--- config.mk ---
export PLATFORM = sky130hd
export DESIGN_NAME = nvsave_sequencer
export DESIGN_NICKNAME = d
export VERILOG_FILES = /design/src/rtl/nvsave_pkg.sv /design/src/rtl/nvsave_holdoff.sv /design/src/rtl/nvsave_cksum.sv /design/src/rtl/nvsave_walker.sv /design/src/rtl/nvsave_sequencer.sv
export SDC_FILE = /design/constraint.sdc
export NUM_CORES = 1
export LEC_CHECK = 0
export ABC_AREA = 0
export BUFFER_PORTS_ARGS = -buffer_cell sky130_fd_sc_hd__buf_4
export CAP_MARGIN = 20
export CORE_MARGIN = 4
export CORE_UTILIZATION = 35
export CTS_CLUSTER_DIAMETER = 150
export DETAILED_ROUTE_END_ITERATION = 16
export PLACE_DENSITY = 0.54
export SETUP_SLACK_MARGIN = 0.1
export SLEW_MARGIN = 10
export SYNTH_ARGS = -nofsm -noshare
export SYNTH_HDL_FRONTEND = slang
export SYNTH_SLANG_ARGS = --single-unit
export TNS_END_PERCENT = 20
--- constraint.sdc ---
create_clock -name clk -period 3.1 [get_ports clk]
set_clock_uncertainty 0.2 [all_clocks]
set_input_delay 0.62 -clock clk [delete_from_list [all_inputs] [get_ports clk]]
set_output_delay 0.62 -clock clk [all_outputs]
set_load 0.05 [all_outputs]
--- src/rtl/nvsave_pkg.sv ---
// Shared types for the save script sequencer.
// Assumes one instruction byte per script location, with opcodes decoded as below.
package nvsave_pkg;

    typedef enum logic [1:0] {
        ST_IDLE,
        ST_READ,
        ST_CAPT,
        ST_WRITE
    } seq_state_e;

    typedef enum logic [2:0] {
        PH_OPC,
        PH_AHI,
        PH_ALO,
        PH_DATA,
        PH_CSUM
    } seq_phase_e;

    typedef enum logic [1:0] {
        OPK_DATA,
        OPK_SINGLE,
        OPK_END,
        OPK_BAD
    } op_kind_e;

    localparam logic [7:0] OPC_IOUPD = 8'h80;
    localparam logic [7:0] OPC_CALIB = 8'hA0;
    localparam logic [7:0] OPC_END   = 8'hFF;

    // Classify one script byte into its instruction kind.
    function automatic op_kind_e op_classify(input logic [7:0] b);
        if (!b[7])                               return OPK_DATA;
        else if (b == OPC_IOUPD || b == OPC_CALIB) return OPK_SINGLE;
        else if (b == OPC_END)                   return OPK_END;
        else                                     return OPK_BAD;
    endfunction

endpackage

--- src/rtl/nvsave_holdoff.sv ---
// Guard timer: after each transfer ends, holds ready low for HOLDOFF_CYC cycles.
// Assumes start_i is a single-cycle pulse at the end of a transfer.
module nvsave_holdoff #(
    parameter int HOLDOFF_CYC = 2500
) (
    input  logic clk,
    input  logic rst_n,
    input  logic start_i,
    output logic ready_o
);
    localparam int CW = $clog2(HOLDOFF_CYC + 1);

    logic [CW-1:0] cnt_q;

    // Load on transfer end, then count down to zero.
    always_ff @(posedge clk) begin
        if (!rst_n)            cnt_q <= '0;
        else if (start_i)      cnt_q <= CW'(HOLDOFF_CYC);
        else if (cnt_q != '0)  cnt_q <= cnt_q - 1'b1;
    end

    assign ready_o = (cnt_q == '0);
endmodule

--- src/rtl/nvsave_cksum.sv ---
// Running checksum of one data record: the negated 8-bit sum of added bytes.
// Assumes clr_i and add_i never coincide.
module nvsave_cksum (
    input  logic       clk,
    input  logic       rst_n,
    input  logic       clr_i,
    input  logic       add_i,
    input  logic [7:0] byte_i,
    output logic [7:0] cksum_o
);
    logic [7:0] sum_q;

    // Accumulate address and data bytes modulo 256.
    always_ff @(posedge clk) begin
        if (!rst_n)      sum_q <= '0;
        else if (clr_i)  sum_q <= '0;
        else if (add_i)  sum_q <= sum_q + byte_i;
    end

    assign cksum_o = (~sum_q) + 8'd1;
endmodule

--- src/rtl/nvsave_walker.sv ---
// Script walker: fetches script bytes, decodes instructions, copies map bytes and
// emits every byte with its memory address on a valid/ready channel.
// Assumes the read port returns data one cycle after rd_en and map addresses fit MAP_AW.
module nvsave_walker
    import nvsave_pkg::*;
#(
    parameter int MAP_AW      = 16,
    parameter int EE_AW       = 16,
    parameter int SCRIPT_BASE = 'h0E10,
    parameter int SCRIPT_LEN  = 48
) (
    input  logic              clk,
    input  logic              rst_n,
    input  logic              go_i,
    input  logic              wp_ok_i,
    output logic              start_o,
    output logic              finish_o,
    output logic              err_set_o,
    output logic              busy_o,
    output logic              rd_en_o,
    output logic [MAP_AW-1:0] rd_addr_o,
    input  logic [7:0]        rd_data_i,
    output logic              ee_valid_o,
    input  logic              ee_ready_i,
    output logic [EE_AW-1:0]  ee_addr_o,
    output logic [7:0]        ee_data_o,
    output logic              ck_clr_o,
    output logic              ck_add_o,
    output logic [7:0]        ck_byte_o,
    input  logic [7:0]        ck_val_i
);
    localparam int SP_W = $clog2(SCRIPT_LEN + 1);

    seq_state_e       st_q;
    seq_phase_e       ph_q;
    logic [SP_W-1:0]  sp_q;
    logic [7:0]       src_hi_q;
    logic [7:0]       src_lo_q;
    logic [6:0]       len_q;
    logic [6:0]       cnt_q;
    logic [7:0]       byte_q;
    logic [EE_AW-1:0] ptr_q;
    logic             accept;
    logic [MAP_AW-1:0] src_addr;

    assign accept   = (st_q == ST_WRITE) && ee_ready_i;
    assign src_addr = MAP_AW'({src_hi_q, src_lo_q}) + MAP_AW'(cnt_q);

    // Decide run start, run end and error events for this cycle.
    always_comb begin
        start_o   = 1'b0;
        finish_o  = 1'b0;
        err_set_o = 1'b0;
        case (st_q)
            ST_IDLE: begin
                start_o  = go_i;
                finish_o = go_i && !wp_ok_i;
            end
            ST_READ: begin
                if (ph_q == PH_OPC && sp_q == SP_W'(SCRIPT_LEN)) begin
                    finish_o  = 1'b1;
                    err_set_o = 1'b1;
                end
            end
            ST_CAPT: begin
                if (ph_q == PH_OPC && op_classify(rd_data_i) == OPK_BAD) begin
                    finish_o  = 1'b1;
                    err_set_o = 1'b1;
                end
            end
            ST_WRITE: begin
                finish_o = accept && ph_q == PH_OPC && byte_q == OPC_END;
            end
            default: ;
        endcase
    end

    // Sequence through fetch, capture and write for each script or map byte.
    always_ff @(posedge clk) begin
        if (!rst_n) begin
            st_q     <= ST_IDLE;
            ph_q     <= PH_OPC;
            sp_q     <= '0;
            src_hi_q <= '0;
            src_lo_q <= '0;
            len_q    <= '0;
            cnt_q    <= '0;
            byte_q   <= '0;
            ptr_q    <= '0;
        end else begin
            case (st_q)
                ST_IDLE: begin
                    if (go_i && wp_ok_i) begin
                        st_q  <= ST_READ;
                        ph_q  <= PH_OPC;
                        sp_q  <= '0;
                        ptr_q <= '0;
                    end
                end
                ST_READ: begin
                    st_q <= finish_o ? ST_IDLE : ST_CAPT;
                end
                ST_CAPT: begin
                    byte_q <= rd_data_i;
                    st_q   <= finish_o ? ST_IDLE : ST_WRITE;
                end
                ST_WRITE: begin
                    if (ee_ready_i) begin
                        ptr_q <= ptr_q + 1'b1;
                        case (ph_q)
                            PH_OPC: begin
                                sp_q <= sp_q + 1'b1;
                                if (finish_o) begin
                                    st_q <= ST_IDLE;
                                end else if (op_classify(byte_q) == OPK_DATA) begin
                                    len_q <= byte_q[6:0];
                                    ph_q  <= PH_AHI;
                                    st_q  <= ST_READ;
                                end else begin
                                    st_q <= ST_READ;
                                end
                            end
                            PH_AHI: begin
                                src_hi_q <= byte_q;
                                sp_q     <= sp_q + 1'b1;
                                ph_q     <= PH_ALO;
                                st_q     <= ST_READ;
                            end
                            PH_ALO: begin
                                src_lo_q <= byte_q;
                                sp_q     <= sp_q + 1'b1;
                                cnt_q    <= '0;
                                ph_q     <= PH_DATA;
                                st_q     <= ST_READ;
                            end
                            PH_DATA: begin
                                if (cnt_q == len_q) begin
                                    ph_q <= PH_CSUM;
                                end else begin
                                    cnt_q <= cnt_q + 1'b1;
                                    st_q  <= ST_READ;
                                end
                            end
                            default: begin
                                ph_q <= PH_OPC;
                                st_q <= ST_READ;
                            end
                        endcase
                    end
                end
                default: st_q <= ST_IDLE;
            endcase
        end
    end

    assign busy_o     = (st_q != ST_IDLE);
    assign rd_en_o    = (st_q == ST_READ) && !finish_o;
    assign rd_addr_o  = (ph_q == PH_DATA) ? src_addr
                                          : MAP_AW'(SCRIPT_BASE) + MAP_AW'(sp_q);
    assign ee_valid_o = (st_q == ST_WRITE);
    assign ee_addr_o  = ptr_q;
    assign ee_data_o  = (ph_q == PH_CSUM) ? ck_val_i : byte_q;
    assign ck_clr_o   = accept && (ph_q == PH_OPC);
    assign ck_add_o   = accept && (ph_q == PH_AHI || ph_q == PH_ALO || ph_q == PH_DATA);
    assign ck_byte_o  = byte_q;
endmodule

--- src/rtl/nvsave_sequencer.sv ---
// Top of the save script sequencer: control bits, guard timer, checksum and walker.
// Assumes save_req is a single-cycle strobe from the register write decoder.
module nvsave_sequencer #(
    parameter int MAP_AW      = 16,
    parameter int EE_AW       = 16,
    parameter int SCRIPT_BASE = 'h0E10,
    parameter int SCRIPT_LEN  = 48,
    parameter int HOLDOFF_CYC = 2500
) (
    input  logic              clk,
    input  logic              rst_n,
    input  logic              save_req,
    input  logic              wr_enable,
    input  logic              half_rate,
    output logic              save_bit,
    output logic              busy,
    output logic              seq_err,
    output logic              rate_sel,
    output logic              rd_en,
    output logic [MAP_AW-1:0] rd_addr,
    input  logic [7:0]        rd_data,
    output logic              ee_valid,
    input  logic              ee_ready,
    output logic [EE_AW-1:0]  ee_addr,
    output logic [7:0]        ee_data
);
    logic       hold_ready;
    logic       run_start;
    logic       run_finish;
    logic       err_set;
    logic       ck_clr;
    logic       ck_add;
    logic [7:0] ck_byte;
    logic [7:0] ck_val;

    // Self-clearing save control bit.
    always_ff @(posedge clk) begin
        if (!rst_n)          save_bit <= 1'b0;
        else if (run_finish) save_bit <= 1'b0;
        else if (save_req)   save_bit <= 1'b1;
    end

    // Sticky error flag, cleared when a new run starts.
    always_ff @(posedge clk) begin
        if (!rst_n)         seq_err <= 1'b0;
        else if (err_set)   seq_err <= 1'b1;
        else if (run_start) seq_err <= 1'b0;
    end

    assign rate_sel = half_rate;

    nvsave_holdoff #(
        .HOLDOFF_CYC(HOLDOFF_CYC)
    ) u_hold (
        .clk    (clk),
        .rst_n  (rst_n),
        .start_i(run_finish),
        .ready_o(hold_ready)
    );

    nvsave_cksum u_cksum (
        .clk    (clk),
        .rst_n  (rst_n),
        .clr_i  (ck_clr),
        .add_i  (ck_add),
        .byte_i (ck_byte),
        .cksum_o(ck_val)
    );

    nvsave_walker #(
        .MAP_AW     (MAP_AW),
        .EE_AW      (EE_AW),
        .SCRIPT_BASE(SCRIPT_BASE),
        .SCRIPT_LEN (SCRIPT_LEN)
    ) u_walk (
        .clk       (clk),
        .rst_n     (rst_n),
        .go_i      (save_bit && hold_ready),
        .wp_ok_i   (wr_enable),
        .start_o   (run_start),
        .finish_o  (run_finish),
        .err_set_o (err_set),
        .busy_o    (busy),
        .rd_en_o   (rd_en),
        .rd_addr_o (rd_addr),
        .rd_data_i (rd_data),
        .ee_valid_o(ee_valid),
        .ee_ready_i(ee_ready),
        .ee_addr_o (ee_addr),
        .ee_data_o (ee_data),
        .ck_clr_o  (ck_clr),
        .ck_add_o  (ck_add),
        .ck_byte_o (ck_byte),
        .ck_val_i  (ck_val)
    );
endmodule

# Yosys cells after proc, flatten, opt, wreduce, memory -nomap -nowiden
# Cells that the tools add are included.
dict set report totals {
  out_inout_bits 46
  reg_bits 87
  romBits 0
  latchBits 0
  in_bits 14
  n_memories 0
  mem_bits_rw 0
  word_cells 133
}
dict set report classes {
  shifts 0
  bitwise 3
  multipliers 0
  n_mux 47
  div_mod_pow 0
  reduce_logical 37
  eq_ne 24
  addsub 8
  order_cmp 0
}
# operator count
set op_table {}
lappend op_table {{$eq 8x8->1 const B} 6}
lappend op_table {{$mux 16} 3}
lappend op_table {{$pmux 16 s2} 1}
lappend op_table {{$mux 2} 15}
lappend op_table {{$mux 12} 2}
lappend op_table {{$mux 6} 3}
lappend op_table {{$add 16x1->16 const B} 1}
lappend op_table {{$add 16x7->16} 1}
lappend op_table {{$mux 3} 5}
lappend op_table {{$pmux 7 s2} 1}
lappend op_table {{$add 12x6->13 const A} 1}
lappend op_table {{$logic_not 12->1} 1}
lappend op_table {{$pmux 3 s4} 1}
lappend op_table {{$pmux 6 s2} 1}
lappend op_table {{$reduce_and 3->1} 4}
lappend op_table {{$reduce_bool 12->1} 1}
lappend op_table {{$sub 12x1->12 const B} 1}
lappend op_table {{$logic_and 1x1->1} 10}
lappend op_table {{$reduce_bool 2->1} 5}
lappend op_table {{$add 8x1->8 const B} 1}
lappend op_table {{$add 8x8->8} 1}
lappend op_table {{$mux 1} 8}
lappend op_table {{$mux 8} 1}
lappend op_table {{$not 8->8} 1}
lappend op_table {{other kinds (29)} 44}

# Depth between registers and ports, before layout
dict set report logic_depth {
  depth_word 20
  depth_mapped 10
  ltp_nobuf 10
}

# Cells and area by module
# Synthesis repeated with hierarchy kept, for this count alone.
dict set report hier_totals {
  cells_unflattened 608
  area_unflattened_um2 5232.5
}
# mod seq_area_each_um2 n_inst area_each_um2 cells_each
set modules_own_cells {}
lappend modules_own_cells {nvsave_walker 1301.2 1 3771.1 437}
lappend modules_own_cells {nvsave_cksum 160.2 1 739.5 92}
lappend modules_own_cells {nvsave_holdoff 240.2 1 630.6 71}
lappend modules_own_cells {nvsave_sequencer 40.0 1 91.3 8}

# Worst setup path after synthesis
# Ideal clock, no wire load.
dict set report synth_path {
  kind {reg-to-output}
  startpoint {reg u_walk.cnt_q[0]}
  endpoint {out rd_addr[6]}
  stages_incl_launch_ff 11
  t_required_ns 2.280
  arrival_ns 2.766
  path_slack_ns -0.486
  n_path_buf 0
  path_cell_list {dfxtp_1 -> ha_1 -> inv_1 -> fa_1 -> nor2b_1 -> o21ai_0 -> a21boi_0 -> o21ai_0 -> nand2b_1 -> xnor2_1 -> o21ai_0}
}
dict set report synth_via {
  elab_chain_cells 2
}
# element line_no
set synth_rtl {}
lappend synth_rtl {{start: declaration} nvsave_walker.sv:40} ;# logic [6:0] cnt_q;
lappend synth_rtl {{start signal: assignment} nvsave_walker.sv:140} ;# cnt_q <= cnt_q + 1'b1;
lappend synth_rtl {{$add 16x7->16} nvsave_walker.sv:47} ;# assign src_addr = MAP_AW'({src_hi_q, src_lo_q}) + MAP_AW'(cnt_q);
lappend synth_rtl {{$mux 16} nvsave_walker.sv:158} ;# assign rd_addr_o = (ph_q == PH_DATA) ? src_addr
lappend synth_rtl {{end: declaration} nvsave_sequencer.sv:20} ;# output logic [MAP_AW-1:0] rd_addr,
# No other way between the ends.

# Worst setup path after layout
dict set report layout_path {
  startpoint {reg u_walk.cnt_q[1]}
  endpoint {out rd_addr[13]}
}
# Same word-level chain as after synthesis.

==> results.cfg <==
[timing]
setup_viol = 8
rsz0062_at_grt = yes
post-route-period-util_pct = 107
max_slew_margin_pct = 41.3
layout_min_cycle_time_ps = 3310
fmax_ghz = 0.302
worst_pin_slew_ps = 876
setup_ws_ps = -208
drv_slew = 0
hold_violations = 0
setup_tns_ps = -705

[placed_design]
place_hpwl_um = 10000
gp_congestion = 0.834
io_buffers = 57
place_area_sq_um = 5800

[clock_tree]
cts_made_buffers = 9
cts.sinks = 87
htreeDepth = 3
cts_root_buf = clkbuf_16
path_clk_slew_ps = 60
cts_buffer_depth = 2
insertion_delay_ps = 340
cts_tree = built

[cells_and_area]
final_common_cell = buf_4
mostFrequentLayoutCells = buf_4, dfxtp_1, nand2_1
utilization_pct = 46.1
nets = 727
layout-drive-gt1-share_pct = 22.3
diodes = 0
area_growth_pct = 28.5
finish.instance_area_sq_um = 6420

[min_path]
hold_class = in -> reg
min_path_cells = 3
min_to = save_bit$_SDFFE_PP0P_
hold_start = save_req

[critical_path]
path_max_fanout = 4
reg2reg_slack_ps = 480
crit_path_start_kind = register
r2r_start = u_hold.cnt_q[0]$_SDFFE_PP0P_
r2r-end = u_walk.ee_addr_o[12]$_SDFFE_PN0P_
cp.required_ps = 2280
arrival_ps = 2490
criticalPathCategory = reg -> out
rr_worst_depth = 8
cp-end-kind = output pin

[drt]
drt_iter0_markers = 217
wl_met2_um = 6300
first_pass_iters = 4
routedWlPerCell_um = 15.6
drtAntennaViolNets = 0
top_layer_used = met4
vias_per_cell = 5.04
routed_wl_um = 13600
wl_met3_um = 504
detailroute.via_count = 4387
drcViolationCount = 0
drt-met1-wl_um = 6450

[global_route]
gr-total-overflow = 0
grt_pass1_wl_um = 22000
grt_pass1_vias = 4317
grt_use_total_pct = 16.9
grt_max_degree = 50
antenna_found_initial = 0

[synth]
synthFlopType = dfxtp_1
seq_area_frac_synth_pct = 34.9
ys_top_cells_by_area = dfxtp_1, ha_1, mux2i_1, xor2_1, nand2_1
synth_edf_count = 0
synth_top_area_cell = dfxtp_1
syn_nets = 643
netlist-cell-type-count = 49
synth_top_area_share_pct = 34.9
syn_area_per_cell_sq_um = 8.31
synth_warnings = 0
synth_cells = 601
ys_ff_latch = 87
synthArstFlopShare_pct = 0
synth_area_sq_um = 5000

[run_status]
violations = negative setup slack
status = finished, violations left

[floorplan]
start_util_pct = 35.9
die_height_um = 127
rows = 43
die_w_um = 127
core_sq_um = 13900
die_area_sq_um = 16300
ios = 60

[power]
leakagePower_nw = 2.44
powerDensity_nw_per_um2 = 514
max-vdd-ir-drop_uv = 229

[run]
drv_cap = 0
## cell usage after synthesis, types with 2 or more instances
master / count
and2_1: 7
or3_1: 13
xor2_1: 33
o21ai_1: 2
nand2_1: 64
o21ai_0: 28
xnor2_1: 21
buf_6: 2
clkbuf_1: 14
ha_1: 26
dfxtp_1: 87
o21bai_1: 2
and3_1: 6
nand3_1: 20
o41ai_1: 4
a31oi_1: 4
a21oi_1: 23
inv_1: 22
nor4_1: 6
a211oi_1: 2
nor3b_1: 7
or2_2: 2
a21boi_0: 8
buf_2: 3
nand2b_1: 8
nand4_1: 12
nor2b_1: 37
nor2_1: 60
o211ai_1: 5
nor4b_1: 2
nor3_1: 20
mux2i_1: 30
o21a_1: 3
fa_1: 2
or4_1: 2
## state kept, by name (all words and copies together) (netlist names)
| register | flops |
|---|---|
| u_walk.src_lo_q | 8 |
| u_walk.src_hi_q | 8 |
| u_cksum.sum_q | 8 |
| u_walk.ph_q | 3 |
| save_bit | 1 |
| u_walk.cnt_q | 7 |
| u_walk.ck_byte_o | 8 |
| u_walk.ee_addr_o | 16 |
| u_hold.cnt_q | 12 |
| u_walk.st_q | 2 |
| u_walk.len_q | 7 |
| seq_err | 1 |
| u_walk.sp_q | 6 |
## cells by family (layout without fill, tap and decap cells)
family          after synthesis  in the layout  share of synthesized area (%)
compound gates               88             88                           10.9
fa+ha+maj                    28             28                           7.31
simple gates                271            271                           27.6
flops                        87             87                           34.9
mux                          31             31                           6.23
buf+inv                      42            131                           3.61
xor+xnor                     54             54                           9.46
## per-stage QoR
| step | hold WS, ps | power [mW] | cells | worst slack [ps] |
|---|---|---|---|---|
| after detailed placement | 280 | 2.08 | 847 | 45.8 |
| after floorplan | 259 | 1.83 | 601 | -98.5 |
| after CTS | 272 | 3.33 | 866 | -193 |
| final | 289 | 3.30 | 870 | -208 |
| after global placement | 273 | 2.06 | 847 | 107 |
| after global routing | 281 | 3.49 | 870 | -308 |
## worst max-delay path by stage
stage                                     from           to  slack, ps  cells after the start
2_1_floorplan      u_walk.ph_q[1]$_SDFFE_PN0P_   rd_addr[1]       -100                      6
6_report          u_walk.cnt_q[1]$_SDFFE_PN0P_  rd_addr[13]       -210                     10
4_1_cts           u_walk.cnt_q[0]$_SDFFE_PN0P_  rd_addr[14]       -190                     10
5_1_grt           u_walk.cnt_q[1]$_SDFFE_PN0P_  rd_addr[13]       -310                     10
3_5_place_dp   u_walk.src_lo_q[0]$_SDFFE_PN0P_  rd_addr[14]         50                     10
3_3_place_gp   u_walk.src_lo_q[0]$_SDFFE_PN0P_  rd_addr[14]        110                     10
## critical path, stage by stage, from the launching register on
cell and delay [ps]:
dfxtp_2 330, buf_6 110, ha_4 260, a21oi_4 50
o211ai_1 260, nor4_2 100, nor3_2 360, nand3_1 180
xor2_1 190, nor2_1 130, buf_6 180
## area by class of cell
type | instances | area [sq um]
clock buffers | 11 | 253
clock inverters | 5 | 80.1
fillers | 1349 | 7510
inverters | 22 | 82.6
multi-input cells | 472 | 3280
flip-flops and latches | 87 | 1750
well taps | 180 | 225
repair buffers | 93 | 743
## what timing repair did
item,in CTS,in global routing
buffers inserted,3,4
endpoints found under the setup margin,13,14
hold buffers,0,0
gates cloned,0,0
resized for setup,27,25
pin swaps,8,18
## per-layer routing
metal / vias to the layer above / global-route usage [%]
met3: 24 / 3.34
met1: 2038 / 21.5
met5: - / 0
li1: 2246 / -
met2: 79 / 27.9
met4: 0 / 7.13
## power breakdown
group	switching (mW)	internal (mW)	total, mW
Sequential	0.0687	1.18	1.25
Clock	0.455	0.748	1.20
Combinational	0.488	0.354	0.842
No activity file was read; power rests on OpenSTA's default activity.
